## src/rtl/cag_pkg.sv

```systemverilog
package cag_pkg;
  parameter int DATA_W    = 32;
  parameter int NUM_WORDS = 4;
  localparam int IDX_W    = $clog2(NUM_WORDS);
  localparam int ADDR_W   = 2;

  typedef enum logic [1:0] {
    PH_IDLE    = 2'd0,
    PH_INPUT   = 2'd1,
    PH_COMPUTE = 2'd2,
    PH_OUTPUT  = 2'd3
  } phase_t;

  localparam logic [ADDR_W-1:0] ADDR_CTRL   = 2'd0;
  localparam logic [ADDR_W-1:0] ADDR_STATUS = 2'd1;
  localparam logic [ADDR_W-1:0] ADDR_DIN    = 2'd2;
  localparam logic [ADDR_W-1:0] ADDR_DOUT   = 2'd3;

  localparam int CTRL_EN       = 0;
  localparam int CTRL_DONE_IE  = 1;
  localparam int CTRL_ERR_IE   = 2;
  localparam int CTRL_CLR_DONE = 3;
  localparam int CTRL_CLR_ERR  = 4;

  localparam int ST_DONE  = 0;
  localparam int ST_RDERR = 1;
  localparam int ST_WRERR = 2;
  localparam int ST_PHASE = 4;

  typedef struct packed {
    logic             storeEn;
    logic [IDX_W-1:0] storeIdx;
    logic             capture;
    logic [IDX_W-1:0] readIdx;
    logic             readValid;
  } dp_strobe_t;
endpackage

```

## src/rtl/cag_ctrl.sv

```systemverilog
module cag_ctrl
  import cag_pkg::*;
#(
  parameter int LATENCY = 10
) (
  input  logic              clk,
  input  logic              rstN,
  input  logic              wrEn,
  input  logic              rdEn,
  input  logic [ADDR_W-1:0] addr,
  input  logic [DATA_W-1:0] wrData,
  output dp_strobe_t        strobe,
  output logic [DATA_W-1:0] ctrlRead,
  output logic [DATA_W-1:0] statusRead,
  output logic              irq
);
  localparam int BUSY_W = $clog2(LATENCY + 1);
  localparam logic [IDX_W-1:0]  LAST_IDX  = IDX_W'(NUM_WORDS - 1);
  localparam logic [BUSY_W-1:0] LAST_BUSY = BUSY_W'(LATENCY - 1);

  phase_t phase, phaseNext;
  logic [IDX_W-1:0]  inCnt, inCntNext, outCnt, outCntNext;
  logic [BUSY_W-1:0] busyCnt, busyNext;
  logic en, doneIe, errIe, doneFlag, rdErr, wrErr;
  logic ctrlWr, dinWr, doutRd, enNext;
  logic rdBad, wrBad, storeOk, readOk, finish;
  logic clrDone, clrErr, setDone;

  // access decode
  always_comb begin
    ctrlWr  = wrEn && (addr == ADDR_CTRL);
    dinWr   = wrEn && (addr == ADDR_DIN);
    doutRd  = rdEn && (addr == ADDR_DOUT);
    enNext  = ctrlWr ? wrData[CTRL_EN] : en;
    rdBad   = doutRd && (phase == PH_INPUT || phase == PH_COMPUTE);
    wrBad   = dinWr && (phase == PH_COMPUTE || phase == PH_OUTPUT);
    storeOk = dinWr && (phase == PH_INPUT);
    readOk  = doutRd && (phase == PH_OUTPUT);
    finish  = (phase == PH_COMPUTE) && (busyCnt == LAST_BUSY);
    clrDone = ctrlWr && wrData[CTRL_CLR_DONE];
    clrErr  = ctrlWr && wrData[CTRL_CLR_ERR];
    setDone = finish && enNext;
  end

  // phase sequencing
  always_comb begin
    phaseNext  = phase;
    inCntNext  = inCnt;
    outCntNext = outCnt;
    busyNext   = busyCnt;
    if (!enNext) begin
      phaseNext  = PH_IDLE;
      inCntNext  = '0;
      outCntNext = '0;
      busyNext   = '0;
    end else begin
      unique case (phase)
        PH_IDLE: begin
          phaseNext  = PH_INPUT;
          inCntNext  = '0;
          outCntNext = '0;
          busyNext   = '0;
        end
        PH_INPUT: begin
          if (storeOk) begin
            if (inCnt == LAST_IDX) begin
              phaseNext = PH_COMPUTE;
              inCntNext = '0;
              busyNext  = '0;
            end else begin
              inCntNext = inCnt + 1'b1;
            end
          end
        end
        PH_COMPUTE: begin
          if (finish) begin
            phaseNext  = PH_OUTPUT;
            busyNext   = '0;
            outCntNext = '0;
          end else begin
            busyNext = busyCnt + 1'b1;
          end
        end
        PH_OUTPUT: begin
          if (readOk) begin
            if (outCnt == LAST_IDX) begin
              phaseNext  = PH_INPUT;
              outCntNext = '0;
            end else begin
              outCntNext = outCnt + 1'b1;
            end
          end
        end
        default: phaseNext = PH_IDLE;
      endcase
    end
  end

  always_ff @(posedge clk or negedge rstN) begin
    if (!rstN) begin
      phase   <= PH_IDLE;
      inCnt   <= '0;
      outCnt  <= '0;
      busyCnt <= '0;
    end else begin
      phase   <= phaseNext;
      inCnt   <= inCntNext;
      outCnt  <= outCntNext;
      busyCnt <= busyNext;
    end
  end

  // control register
  always_ff @(posedge clk or negedge rstN) begin
    if (!rstN) begin
      en     <= 1'b0;
      doneIe <= 1'b0;
      errIe  <= 1'b0;
    end else if (ctrlWr) begin
      en     <= wrData[CTRL_EN];
      doneIe <= wrData[CTRL_DONE_IE];
      errIe  <= wrData[CTRL_ERR_IE];
    end
  end

  // sticky flags: a set condition outranks a clear pulse
  always_ff @(posedge clk or negedge rstN) begin
    if (!rstN) begin
      doneFlag <= 1'b0;
      rdErr    <= 1'b0;
      wrErr    <= 1'b0;
    end else begin
      if (setDone)      doneFlag <= 1'b1;
      else if (clrDone) doneFlag <= 1'b0;
      if (rdBad)        rdErr <= 1'b1;
      else if (clrErr)  rdErr <= 1'b0;
      if (wrBad)        wrErr <= 1'b1;
      else if (clrErr)  wrErr <= 1'b0;
    end
  end

  always_comb begin
    ctrlRead                 = '0;
    ctrlRead[CTRL_EN]        = en;
    ctrlRead[CTRL_DONE_IE]   = doneIe;
    ctrlRead[CTRL_ERR_IE]    = errIe;
    statusRead               = '0;
    statusRead[ST_DONE]      = doneFlag;
    statusRead[ST_RDERR]     = rdErr;
    statusRead[ST_WRERR]     = wrErr;
    statusRead[ST_PHASE+:2]  = phase;
    irq = (doneFlag && doneIe) || ((rdErr || wrErr) && errIe);
  end

  always_comb begin
    strobe.storeEn   = storeOk;
    strobe.storeIdx  = inCnt;
    strobe.capture   = setDone;
    strobe.readIdx   = outCnt;
    strobe.readValid = (phase == PH_OUTPUT);
  end

  assert_rderr_cause_R5: assert property (@(posedge clk) disable iff (!rstN)
    $rose(rdErr) |-> $past(doutRd) && ($past(phase) == PH_INPUT || $past(phase) == PH_COMPUTE));
  assert_wrerr_cause_R6: assert property (@(posedge clk) disable iff (!rstN)
    $rose(wrErr) |-> $past(dinWr) && ($past(phase) == PH_COMPUTE || $past(phase) == PH_OUTPUT));
  assert_bad_write_keeps_count_R6: assert property (@(posedge clk) disable iff (!rstN)
    wrBad |=> $stable(inCnt));
  assert_bad_read_keeps_count_R5: assert property (@(posedge clk) disable iff (!rstN)
    (rdBad && enNext) |=> $stable(outCnt));
  assert_no_stall_R7: assert property (@(posedge clk) disable iff (!rstN)
    (phase == PH_COMPUTE && enNext) |=> (phase == PH_COMPUTE || phase == PH_OUTPUT));
  assert_busy_window_R3: assert property (@(posedge clk) disable iff (!rstN)
    (phase == PH_COMPUTE) |-> (busyCnt < BUSY_W'(LATENCY)));
  assert_done_source_R3: assert property (@(posedge clk) disable iff (!rstN)
    $rose(doneFlag) |-> ($past(phase) == PH_COMPUTE) && (phase == PH_OUTPUT));
  assert_set_wins_R9: assert property (@(posedge clk) disable iff (!rstN)
    setDone |=> doneFlag);
  assert_err_clear_R8: assert property (@(posedge clk) disable iff (!rstN)
    (clrErr && !rdBad && !wrBad) |=> (!rdErr && !wrErr));
  assert_idle_quiet_R11: assert property (@(posedge clk) disable iff (!rstN)
    (phase == PH_IDLE) |-> (inCnt == '0 && outCnt == '0 && !strobe.storeEn));
endmodule

```

## src/rtl/cag_datapath.sv

```systemverilog
module cag_datapath
  import cag_pkg::*;
#(
  parameter logic [DATA_W-1:0] SALT = 32'h5A3C_96E1
) (
  input  logic              clk,
  input  logic              rstN,
  input  dp_strobe_t        strobe,
  input  logic [DATA_W-1:0] wrData,
  output logic [DATA_W-1:0] readWord
);
  localparam int ROT = DATA_W / 4;

  logic [DATA_W-1:0] inWords  [NUM_WORDS];
  logic [DATA_W-1:0] outWords [NUM_WORDS];

  function automatic logic [DATA_W-1:0] scramble(input logic [DATA_W-1:0] w);
    return {w[DATA_W-ROT-1:0], w[DATA_W-1:DATA_W-ROT]} ^ SALT;
  endfunction

  for (genvar i = 0; i < NUM_WORDS; i++) begin : g_word
    always_ff @(posedge clk or negedge rstN) begin
      if (!rstN) begin
        inWords[i]  <= '0;
        outWords[i] <= '0;
      end else begin
        if (strobe.storeEn && strobe.storeIdx == IDX_W'(i)) inWords[i] <= wrData;
        if (strobe.capture) outWords[i] <= scramble(inWords[i]);
      end
    end
  end

  assign readWord = strobe.readValid ? outWords[strobe.readIdx] : '0;

  assert_store_not_capture_R6: assert property (@(posedge clk) disable iff (!rstN)
    !(strobe.storeEn && strobe.capture));
  assert_results_hold_R6: assert property (@(posedge clk) disable iff (!rstN)
    !strobe.capture |=> $stable(outWords[0]));
endmodule

```

## src/rtl/cipher_access_guard.sv

```systemverilog
module cipher_access_guard
  import cag_pkg::*;
#(
  parameter int LATENCY = 10
) (
  input  logic              clk,
  input  logic              rstN,
  input  logic              busWrEn,
  input  logic              busRdEn,
  input  logic [ADDR_W-1:0] busAddr,
  input  logic [DATA_W-1:0] busWrData,
  output logic [DATA_W-1:0] busRdData,
  output logic              irq
);
  dp_strobe_t        strobe;
  logic [DATA_W-1:0] ctrlRead, statusRead, readWord;

  cag_ctrl #(.LATENCY(LATENCY)) u_ctrl (
    .clk        (clk),
    .rstN       (rstN),
    .wrEn       (busWrEn),
    .rdEn       (busRdEn),
    .addr       (busAddr),
    .wrData     (busWrData),
    .strobe     (strobe),
    .ctrlRead   (ctrlRead),
    .statusRead (statusRead),
    .irq        (irq)
  );

  cag_datapath u_datapath (
    .clk      (clk),
    .rstN     (rstN),
    .strobe   (strobe),
    .wrData   (busWrData),
    .readWord (readWord)
  );

  always_comb begin
    unique case (busAddr)
      ADDR_CTRL:   busRdData = ctrlRead;
      ADDR_STATUS: busRdData = statusRead;
      ADDR_DOUT:   busRdData = readWord;
      default:     busRdData = '0;
    endcase
  end

  assert_single_access_R12: assert property (@(posedge clk) disable iff (!rstN)
    !(busWrEn && busRdEn));
  assert_irq_source_R10: assert property (@(posedge clk) disable iff (!rstN)
    irq |-> (statusRead[2:0] != 3'b000));
  assert_clear_bits_read_zero_R8: assert property (@(posedge clk) disable iff (!rstN)
    (busAddr == ADDR_CTRL) |-> (busRdData[4:3] == 2'b00));
endmodule

```

## config.mk

```make
export PLATFORM = sky130hd
export DESIGN_NAME = cipher_access_guard
export DESIGN_NICKNAME = d
export VERILOG_FILES = /design/src/rtl/cag_pkg.sv /design/src/rtl/cag_ctrl.sv /design/src/rtl/cag_datapath.sv /design/src/rtl/cipher_access_guard.sv
export SDC_FILE = /design/constraint.sdc
export NUM_CORES = 1
export LEC_CHECK = 0
export ABC_AREA = 1
export CAP_MARGIN = 20
export CORE_MARGIN = 2
export CORE_UTILIZATION = 30
export DETAILED_ROUTE_END_ITERATION = 8
export DONT_BUFFER_PORTS = 1
export SYNTH_ARGS = -nofsm -noshare
export SYNTH_HDL_FRONTEND = slang
export SYNTH_SLANG_ARGS = --single-unit
export TNS_END_PERCENT = 1
```

## constraint.sdc

```tcl
create_clock -name clk -period 1.52 [get_ports clk]
set_input_delay 0.228 -clock clk [delete_from_list [all_inputs] [get_ports clk]]
set_output_delay 0.228 -clock clk [all_outputs]
set_load 0.005 [all_outputs]
```

# Word-level counts from Yosys, hierarchy flattened
# Index checks and enable logic that the tools add are counted.
[totals] wordCells=109 in_bits=38 reg_bits=272
[op_classes] bitwise=5 add_sub_neg=3 n_eq_ne=19 order_cmp=1 reduce_logical=31 n_mux=32
[ops] cell="32-bit two-way mux" count=3
[ops] cell="32-bit case mux with 3 select lines" count=1
[ops] cell="32-bit binary-select mux with 2-bit select" count=1
[ops] cell="16-bit inverter" count=4
[ops] cell="2-bit two-way mux" count=13
[ops] cell="3-bit inequality test, second input constant" count=6
[ops] cell="1-bit logical AND" count=17
[ops] cell="4-bit two-way mux" count=4
[ops] cell="2-bit == test, second input constant" count=7
[ops] cell="4-bit case mux with 3 select lines" count=1
[ops] cell="2-bit case mux with 4 select lines" count=1
[ops] cell="2-bit by 1-bit == test with 1-bit output, second input constant" count=3
[ops] cell="2-bit logical NOT" count=3
[ops] cell="1-bit two-way mux" count=6
[ops] cell="2-bit case mux with 3 select lines" count=1
[ops] cell="3-bit AND reduction" count=2
[ops] cell="2-bit nonzero test" count=3
[ops] cell="5-bit AND reduction" count=1
[ops] cell="2-bit by 1-bit adder with 2-bit output, second input constant" count=2
[ops] cell="4-bit by 1-bit adder with 4-bit output, second input constant" count=1
[ops] cell="4-bit == test, second input constant" count=1
[ops] cell="1-bit logical OR" count=4
[ops] cell="4-bit by 3-bit inequality test with 1-bit output, second input constant" count=1
[ops] cell="4-bit inequality test, second input constant" count=1
[ops] cell="4 further kinds" count=4

# Logic depth before layout (Yosys ltp)
# Gate-level depths: netlist of the first run.
[depth] depth_word=6 mapped_depth=9

# By module
# A second synthesis of the first run with hierarchy kept.
[hier_totals] cells_unflattened=1569 area_unflattened_um2=13510.5
[by_module_without_submodules] module="cag_datapath" instances=1 cells_each=1237 area_per_inst_um2=10616.4 seq_area_each_um2=6406.1
[by_module_without_submodules] module="cag_ctrl" instances=1 cells_each=185 area_per_inst_um2=1585.3 seq_area_each_um2=400.4
[by_module_without_submodules] module="cipher_access_guard" instances=1 cells_each=147 area_per_inst_um2=1308.8 seq_area_each_um2=0.0

# Worst setup path before layout of the first run
# OpenSTA, ideal clock, no wires.
[synth_path] kind="reg-to-output" startpoint="register u_ctrl.phase[0]" endpoint="output busRdData[11]" setup_slack_ns=-0.060 arrival_ns=1.352 t_required_ns=1.292 n_path_buf=1 stages_incl_launch_ff=7 path_cell_list="dfrtp_1 ha_1 inv_1 nor2_1 inv_2 buf_2 a21oi_1"
[synth_between] elab_chain_cells=3
[synth_rtl] element="start, declared" line_no="cag_ctrl.sv:21" source="phase_t phase, phaseNext;"
[synth_rtl] element="start signal, assigned" line_no="cag_ctrl.sv:106" source="phase <= phaseNext;"
[synth_rtl] element="2-bit == test" line_no="cag_ctrl.sv:160" source="strobe.readValid = (phase == PH_OUTPUT);"
[synth_rtl] element="32-bit two-way mux" line_no="cag_datapath.sv:33" source="assign readWord = strobe.readValid ? outWords[strobe.readIdx] : '0;"
[synth_rtl] element="32-bit case mux with 3 select lines" line_no="cipher_access_guard.sv:40" source="unique case (busAddr)"
[synth_rtl] element="end, declared" line_no="cipher_access_guard.sv:12" source="output logic [DATA_W-1:0] busRdData,"
# Every way passes these cells.

# Worst setup path in the final report of the first run
[layout_path] startpoint="register u_ctrl.outCnt[0]" endpoint="output busRdData[31]"
[layout_between] elab_chain_cells=6
[layout_rtl] element="start, declared" line_no="cag_ctrl.sv:22" source="logic [IDX_W-1:0] inCnt, inCntNext, outCnt, outCntNext;"
[layout_rtl] element="start signal, assigned" line_no="cag_ctrl.sv:108" source="outCnt <= outCntNext;"
[layout_rtl] element="2-bit inverter with 3-bit output (implied by the code)" line_no="cag_datapath.sv:33"
[layout_rtl] element="32-bit binary-select mux with 2-bit select" line_no="cag_datapath.sv:33"
[layout_rtl] element="32-bit two-way mux (implied by the code) (2 in series)" line_no="cag_datapath.sv:33"
[layout_rtl] element="32-bit two-way mux" line_no="cag_datapath.sv:33"
[layout_rtl] element="32-bit case mux with 3 select lines" line_no="cipher_access_guard.sv:40"
# Every way passes these cells. The select of a mux whose other input is x is not followed.

==> out/results.ini, run 1 <==
[placed_design]
numPortBuffers = 0
gp_congestion = 0.759
dpl.hpwl_um = 17900

[power_and_ir_drop]
ir_drop_uv = 946
intPower_mw = 14.6
total_power_mw = 20.6
power_density_nw_per_um2 = 1380
p_sw_frac = 0.293
power_leakage_nw = 6.80
p_seq_frac = 0.404
pwr-share-clk = 0.356
switchingPower_mw = 6.05
p_comb_frac = 0.239

[timing]
fmax_mhz = 475
finalCriticalPeriod_ns = 2.10
finalMaxSlewViolations = 0
hold_ws_ns = -0.624
slew_headroom = 0.312
fin_tns_setup_ns = -16.16
fin_ws_ns = -0.584
setup_violations = 39
hold_viol_final = 272
rsz0062_at_grt = true
clock_skew_ns = 0.00788
fin_crit_sh = 1.38
worst_pin_slew_ns = 1.03

[global_route]
grt_max_degree = 273
grt_pass1_vias = 8928
grt_antenna_before_repair = 3
grt.overflow.total = 0
grt_usage = 0.139
grt_pass1_wl_um = 46900

[cts]
ctsRootBufferMaster = clkbuf_16
numCtsBuffers = 30
clockBufferDepth = 3
cts.htree.levels = 1
clk_pin_slew_ns = 0.06
cts_tree = built
holdBufCountCts = 37
clock_sink_count = 272
clock_latency_ns = 0.55

[worst_setup_path]
cp_data_required_time_ns = 1.29
path_class = flop to primary output
startpoint_type = flop
startpoint = u_ctrl.outCnt[0]
reg2reg_from = u_ctrl.phase[0]
endpoint_kind = primary output
r2r_cells = 9
cp_max_fo = 8
rrSetupSlack_ns = -0.02
crit_arrival_ns = 1.88
reg2reg_to = u_ctrl.busyCnt[3]

[logic_synthesis]
avgSynthCellArea_um2 = 9.16
netlist_area_um2 = 12000
netlist_instances = 1311
ys_types = 31
ys_seq_area_frac = 0.567
synth-seq-cells = 272
synth_nets = 1361
yosysWarnings = 0

[die]
rows = 73
dieWidth_um = 204
coreArea_um2 = 39600
die_h_um = 204
die_area_um2 = 41600
start_util = 0.303
ioPinCount = 71

[detailed_routing]
wl_per_cell_um = 14.5
ant_nets = 0
vias = 8799
initialDrtViolationCount = 652
wirelength_um = 28400
drc = 0
firstDrtPassIters = 5
vias_per_cell = 4.51

[hold_path]
hold_path_class = primary input to asynchronous set/reset pin

[cells_and_area]
nets = 1454
drive_gt1_frac = 0.223
area.growth.synth_to_final_pct = 24.5

[job]
cap_violations = 0

[outcome]
failed_checks = hold timing, setup timing
outcome = complete, but fails checks

## metal layers
layer  vias up  GRT usage  wire length, um
met3        39     0.0271             1360
met5         -          0               11
met2       140      0.238            13600
met4         2     0.0303              474
met1      4209      0.182            12900
li1       4409          -                -
## area by class of cell
class	count	area, um^2
diodes	2	5.00
inverters	122	463
clock inverters	10	129
multi-input cells	841	4440
well taps	525	657
fillers	4016	24700
clock buffers	44	875
repair buffers	137	1570
flip-flops and latches	272	6810
## sequential cells by signal (all words and copies together), names as in the netlist, 2 cells and up
signal	count
u_datapath.outWords	128
u_ctrl.phase	2
u_ctrl.busyCnt	4
u_ctrl.outCnt	2
u_datapath.inWords	128
u_ctrl.inCnt	2
## cell families (layout without fill, tap and decap cells)
kind of cell / after synthesis / in the layout / share of synthesized area
AND/OR/NAND/NOR: 457 / 457 / 0.150
AO/OA/AOI/OAI: 370 / 370 / 0.191
flip-flops: 272 / 272 / 0.567
buffers and inverters: 198 / 313 / 0.0786
adder cells (fa/ha/maj): 12 / 12 / 0.0125
XOR/XNOR: 2 / 2 / 0.00146
other: 0 / 2 / 0
## synth_stat cells (all sizes together)
library cell / n / area share
o211ai: 3 / 0.0019
xnor2: 1 / 0.00073
nor2: 132 / 0.043
buf: 40 / 0.029
nand3b: 1 / 0.00063
ha: 12 / 0.013
nand3: 15 / 0.0077
o21ai: 333 / 0.17
nor3: 1 / 0.00042
nand2: 306 / 0.097
inv: 122 / 0.038
o22ai: 2 / 0.0010
a221oi: 1 / 0.00073
clkbuf: 36 / 0.011
a21oi: 31 / 0.013
nand4: 2 / 0.0010
dfrtp: 272 / 0.57
xor2: 1 / 0.00073
## layout by cell type (no fill, tap or decap), types with 15 or more instances in the layout
cell           netlist  layout
a21oi_1             31      15
a21oi_2              0      15
buf_12               0      31
buf_4                2      59
clkbuf_16            0      31
dfrtp_1            272     270
dlygate4sd3_1        0      37
inv_1              120     115
nand2_1            300     296
nor2_1             130     123
o21ai_0            212     163
o21ai_1             10      53
o21ai_2            110     116
## per-stage QoR
| step | std cells | instance area, um^2 | hold slack [ns] | utilization | setup WS [ns] |
|---|---|---|---|---|---|
| 6_report | 1953 | 14900 | -0.624 | 0.377 | -0.584 |
| 5_1_grt | 1953 | 14900 | -0.653 | 0.377 | -0.683 |
| 4_1_cts | 1951 | 14900 | -0.650 | 0.375 | -0.615 |
| 3_5_place_dp | 1858 | 13300 | -0.0602 | 0.335 | -0.136 |
| 3_3_place_gp | 1858 | 13300 | -0.0564 | 0.335 | -0.154 |
| 2_1_floorplan | 1311 | 12000 | -0.0676 | - | -0.00174 |
## worst max-delay path, cell delays in order (launching register included)
cell and delay, ns:
dfrtp_2 0.48, buf_12 0.17, buf_12 0.12, buf_16 0.13, nor2_2 0.10, nor2_1 0.04
o21ai_1 0.07, a21oi_1 0.07, buf_4 0.15
## how the worst max path moves through the flow
stage / endpoint / slack [ns] / cells past startpoint
5_1_grt: busRdData[3] / -0.68 / 7
2_1_floorplan: u_datapath.inWords[100] / -0.002 / 8
3_5_place_dp: busRdData[8] / -0.14 / 7
6_report: busRdData[31] / -0.58 / 8
3_3_place_gp: busRdData[8] / -0.15 / 7
4_1_cts: busRdData[31] / -0.61 / 8
## power groups by stage
stage	sequential [mW]	combinational (mW)	clock, mW
2_1_floorplan	8.35	2.41	0
3_3_place_gp	8.43	4.23	0
3_5_place_dp	8.44	4.28	0
4_1_cts	8.33	4.88	7.55
5_1_grt	8.41	5.52	7.85
6_report	8.33	4.93	7.34
## timing repair
item	CTS	global route
endpoints found under the hold margin	401	272
pin swaps	20	9
setup endpoints to repair	210	229
gates cloned	1	0
gates resized for setup	67	51
buffers inserted	2	0
No activity file was read; power rests on OpenSTA's default activity.
==> inputs of run 2 (changes only) <==
==> constraint.sdc (replaced) <==
create_clock -name clk -period 2.1 [get_ports clk]
set_input_delay 0.315 -clock clk [delete_from_list [all_inputs] [get_ports clk]]
set_output_delay 0.315 -clock clk [all_outputs]
set_load 0.005 [all_outputs]
==> run 2 against run 1 <==
Compared with the run above:
- the flow still finishes with violations (hold timing, setup timing)
- die area unchanged
- clock-buffer cell count increased by 3
- sequential share of layout area up 1.1 points
- setup slack better by 0.50 ns
- critical path depth down 2
==> out/results.ini, run 2 (same netlist as run 1, synthesis figures left out) <==
[cells_and_area]
biggestRegsByFlops = u_datapath.inWords: 128 flops, u_datapath.outWords: 128 flops, u_ctrl.busyCnt: 4 flops
nets = 1416
area.growth.synth_to_final_pct = 21.5
mostFrequentLayoutCell = nand2_1
mostFrequentLayoutCells = nand2_1 (299), dfrtp_1 (270), o21ai_0 (162), nor2_1 (125), inv_1 (118)
drive_gt1_frac = 0.206

[timing]
finalCriticalPeriod_ns = 2.18
finalMaxSlewViolations = 0
setup_violations = 15
hold_ws_ns = -0.535
slew_headroom = 0.424
fin_crit_sh = 1.04
rsz0062_at_grt = true
worst_pin_slew_ns = 0.864
fin_tns_setup_ns = -0.543
hold_viol_final = 272
fmax_mhz = 458
fin_ws_ns = -0.0824
clock_skew_ns = 0.0107

[power_and_ir_drop]
p_seq_frac = 0.398
power_density_nw_per_um2 = 1040
power_leakage_nw = 6.61
pwr-share-clk = 0.349
p_sw_frac = 0.299
ir_drop_uv = 699
p_comb_frac = 0.253
switchingPower_mw = 4.54
intPower_mw = 10.6

[die]
rows = 73
start_util = 0.303
ioPinCount = 71
coreArea_um2 = 39600
dieWidth_um = 204
die_h_um = 204
die_area_um2 = 41600

[cts]
clockBufferDepth = 3
clock_sink_count = 272
holdBufCountCts = 24
ctsRootBufferMaster = clkbuf_16
cts_tree = built
numCtsBuffers = 30
clk_pin_slew_ns = 0.06
clock_latency_ns = 0.55
cts.htree.levels = 1

[detailed_routing]
ant_nets = 0
drc = 0
initialDrtViolationCount = 682
firstDrtPassIters = 6
vias = 8741
vias_per_cell = 4.56
wl_per_cell_um = 15.3
wirelength_um = 29300

[global_route]
grt_antenna_before_repair = 2
grt.overflow.total = 0
grt_usage = 0.142
grt_max_degree = 273
grt_pass1_vias = 8697
grt_pass1_wl_um = 47600

[worst_setup_path]
startpoint = u_ctrl.outCnt[0]
crit_arrival_ns = 1.87
endpoint_kind = primary output
reg2reg_from = u_ctrl.phase[1]
cp_data_required_time_ns = 1.78
path_class = flop to primary output
startpoint_type = flop
cp_max_fo = 8

[placed_design]
numPortBuffers = 0
gp_congestion = 0.764
post-place-ws_ns = 0.187
dpl.hpwl_um = 17200

[outcome]
failed_checks = hold timing, setup timing
outcome = complete, but fails checks

[hold_path]
hold_path_class = primary input to asynchronous set/reset pin

[job]
cap_violations = 0

## run 2: cell count changes in the layout (fill, tap and decap cells not counted), sizes merged
| cell | change |
|---|---|
| buf | -30 |
| dlygate4sd3 | -13 |
| clkbuf | +6 |
| clkinvlp | +2 |
| bufinv | -1 |
| clkinv | -1 |
| diode | -1 |
| inv | +1 |
## run 2: through the flow
step	instances	hold WS, ns	area, um^2	power (mW)	utilization
final	1916	-0.535	14600	15.1	0.368
after global routing	1915	-0.554	14600	16.0	0.368
after CTS	1908	-0.556	14400	15.0	0.364
after detailed placement	1801	0.0297	12600	8.63	0.318
after global placement	1801	0.0314	12600	8.58	0.318
after floorplan	1311	0.0194	12000	7.79	-
## run 2: critical path, stage by stage (launching register included)
cell      delay, ns
dfrtp_2        0.44
buf_12         0.17
inv_16         0.08
buf_12         0.12
buf_6          0.13
nand2_1        0.07
a221oi_2       0.29
## run 2: power by group through the flow
stage	registers (mW)	logic (mW)	clock network (mW)
2_1_floorplan	6.04	1.74	0
3_3_place_gp	6.13	2.45	0
3_5_place_dp	6.14	2.49	0
4_1_cts	6.02	3.55	5.43
5_1_grt	6.09	4.26	5.66
6_report	6.03	3.84	5.28
## run 2: path summary, 6_finish.rpt
check	cells after the start	slack [ns]	to
min in group clk	4	0.03	u_ctrl.errIe
hold / removal	0	-0.54	u_datapath.inWords[5]
setup reg to reg	9	0.20	u_datapath.inWords[87]
setup / recovery	6	-0.08	busRdData[28]
hold reg to reg	1	0.45	u_datapath.outWords[32]
max in group asynchronous	0	1.86	u_ctrl.outCnt[1]
## run 2: metal layers
metal	track usage	part of all wire	vias to the layer above
met5	0	0.00038	-
met1	0.192	0.45	4197
met3	0.0281	0.054	39
met2	0.237	0.48	176
li1	-	-	4327
met4	0.0298	0.013	2
## run 2: layout make-up
class | instances | area (um^2)
fill | 4007 | 25100
inverter | 122 | 505
timing repair inverter | 2 | 15.0
clock inverter | 9 | 81.3
clock buffer | 47 | 936
timing repair buffer | 97 | 1190
antenna | 1 | 2.50
sequential | 272 | 6810
multi-input combinational | 841 | 4390
tap | 525 | 657
## run 2: repair_timing
action	CTS	global route
cloned	6	3
setup endpoints to repair	32	32
pin swaps	32	17
resized for setup	105	22
buffers inserted	21	4
endpoints found under the hold margin	336	272
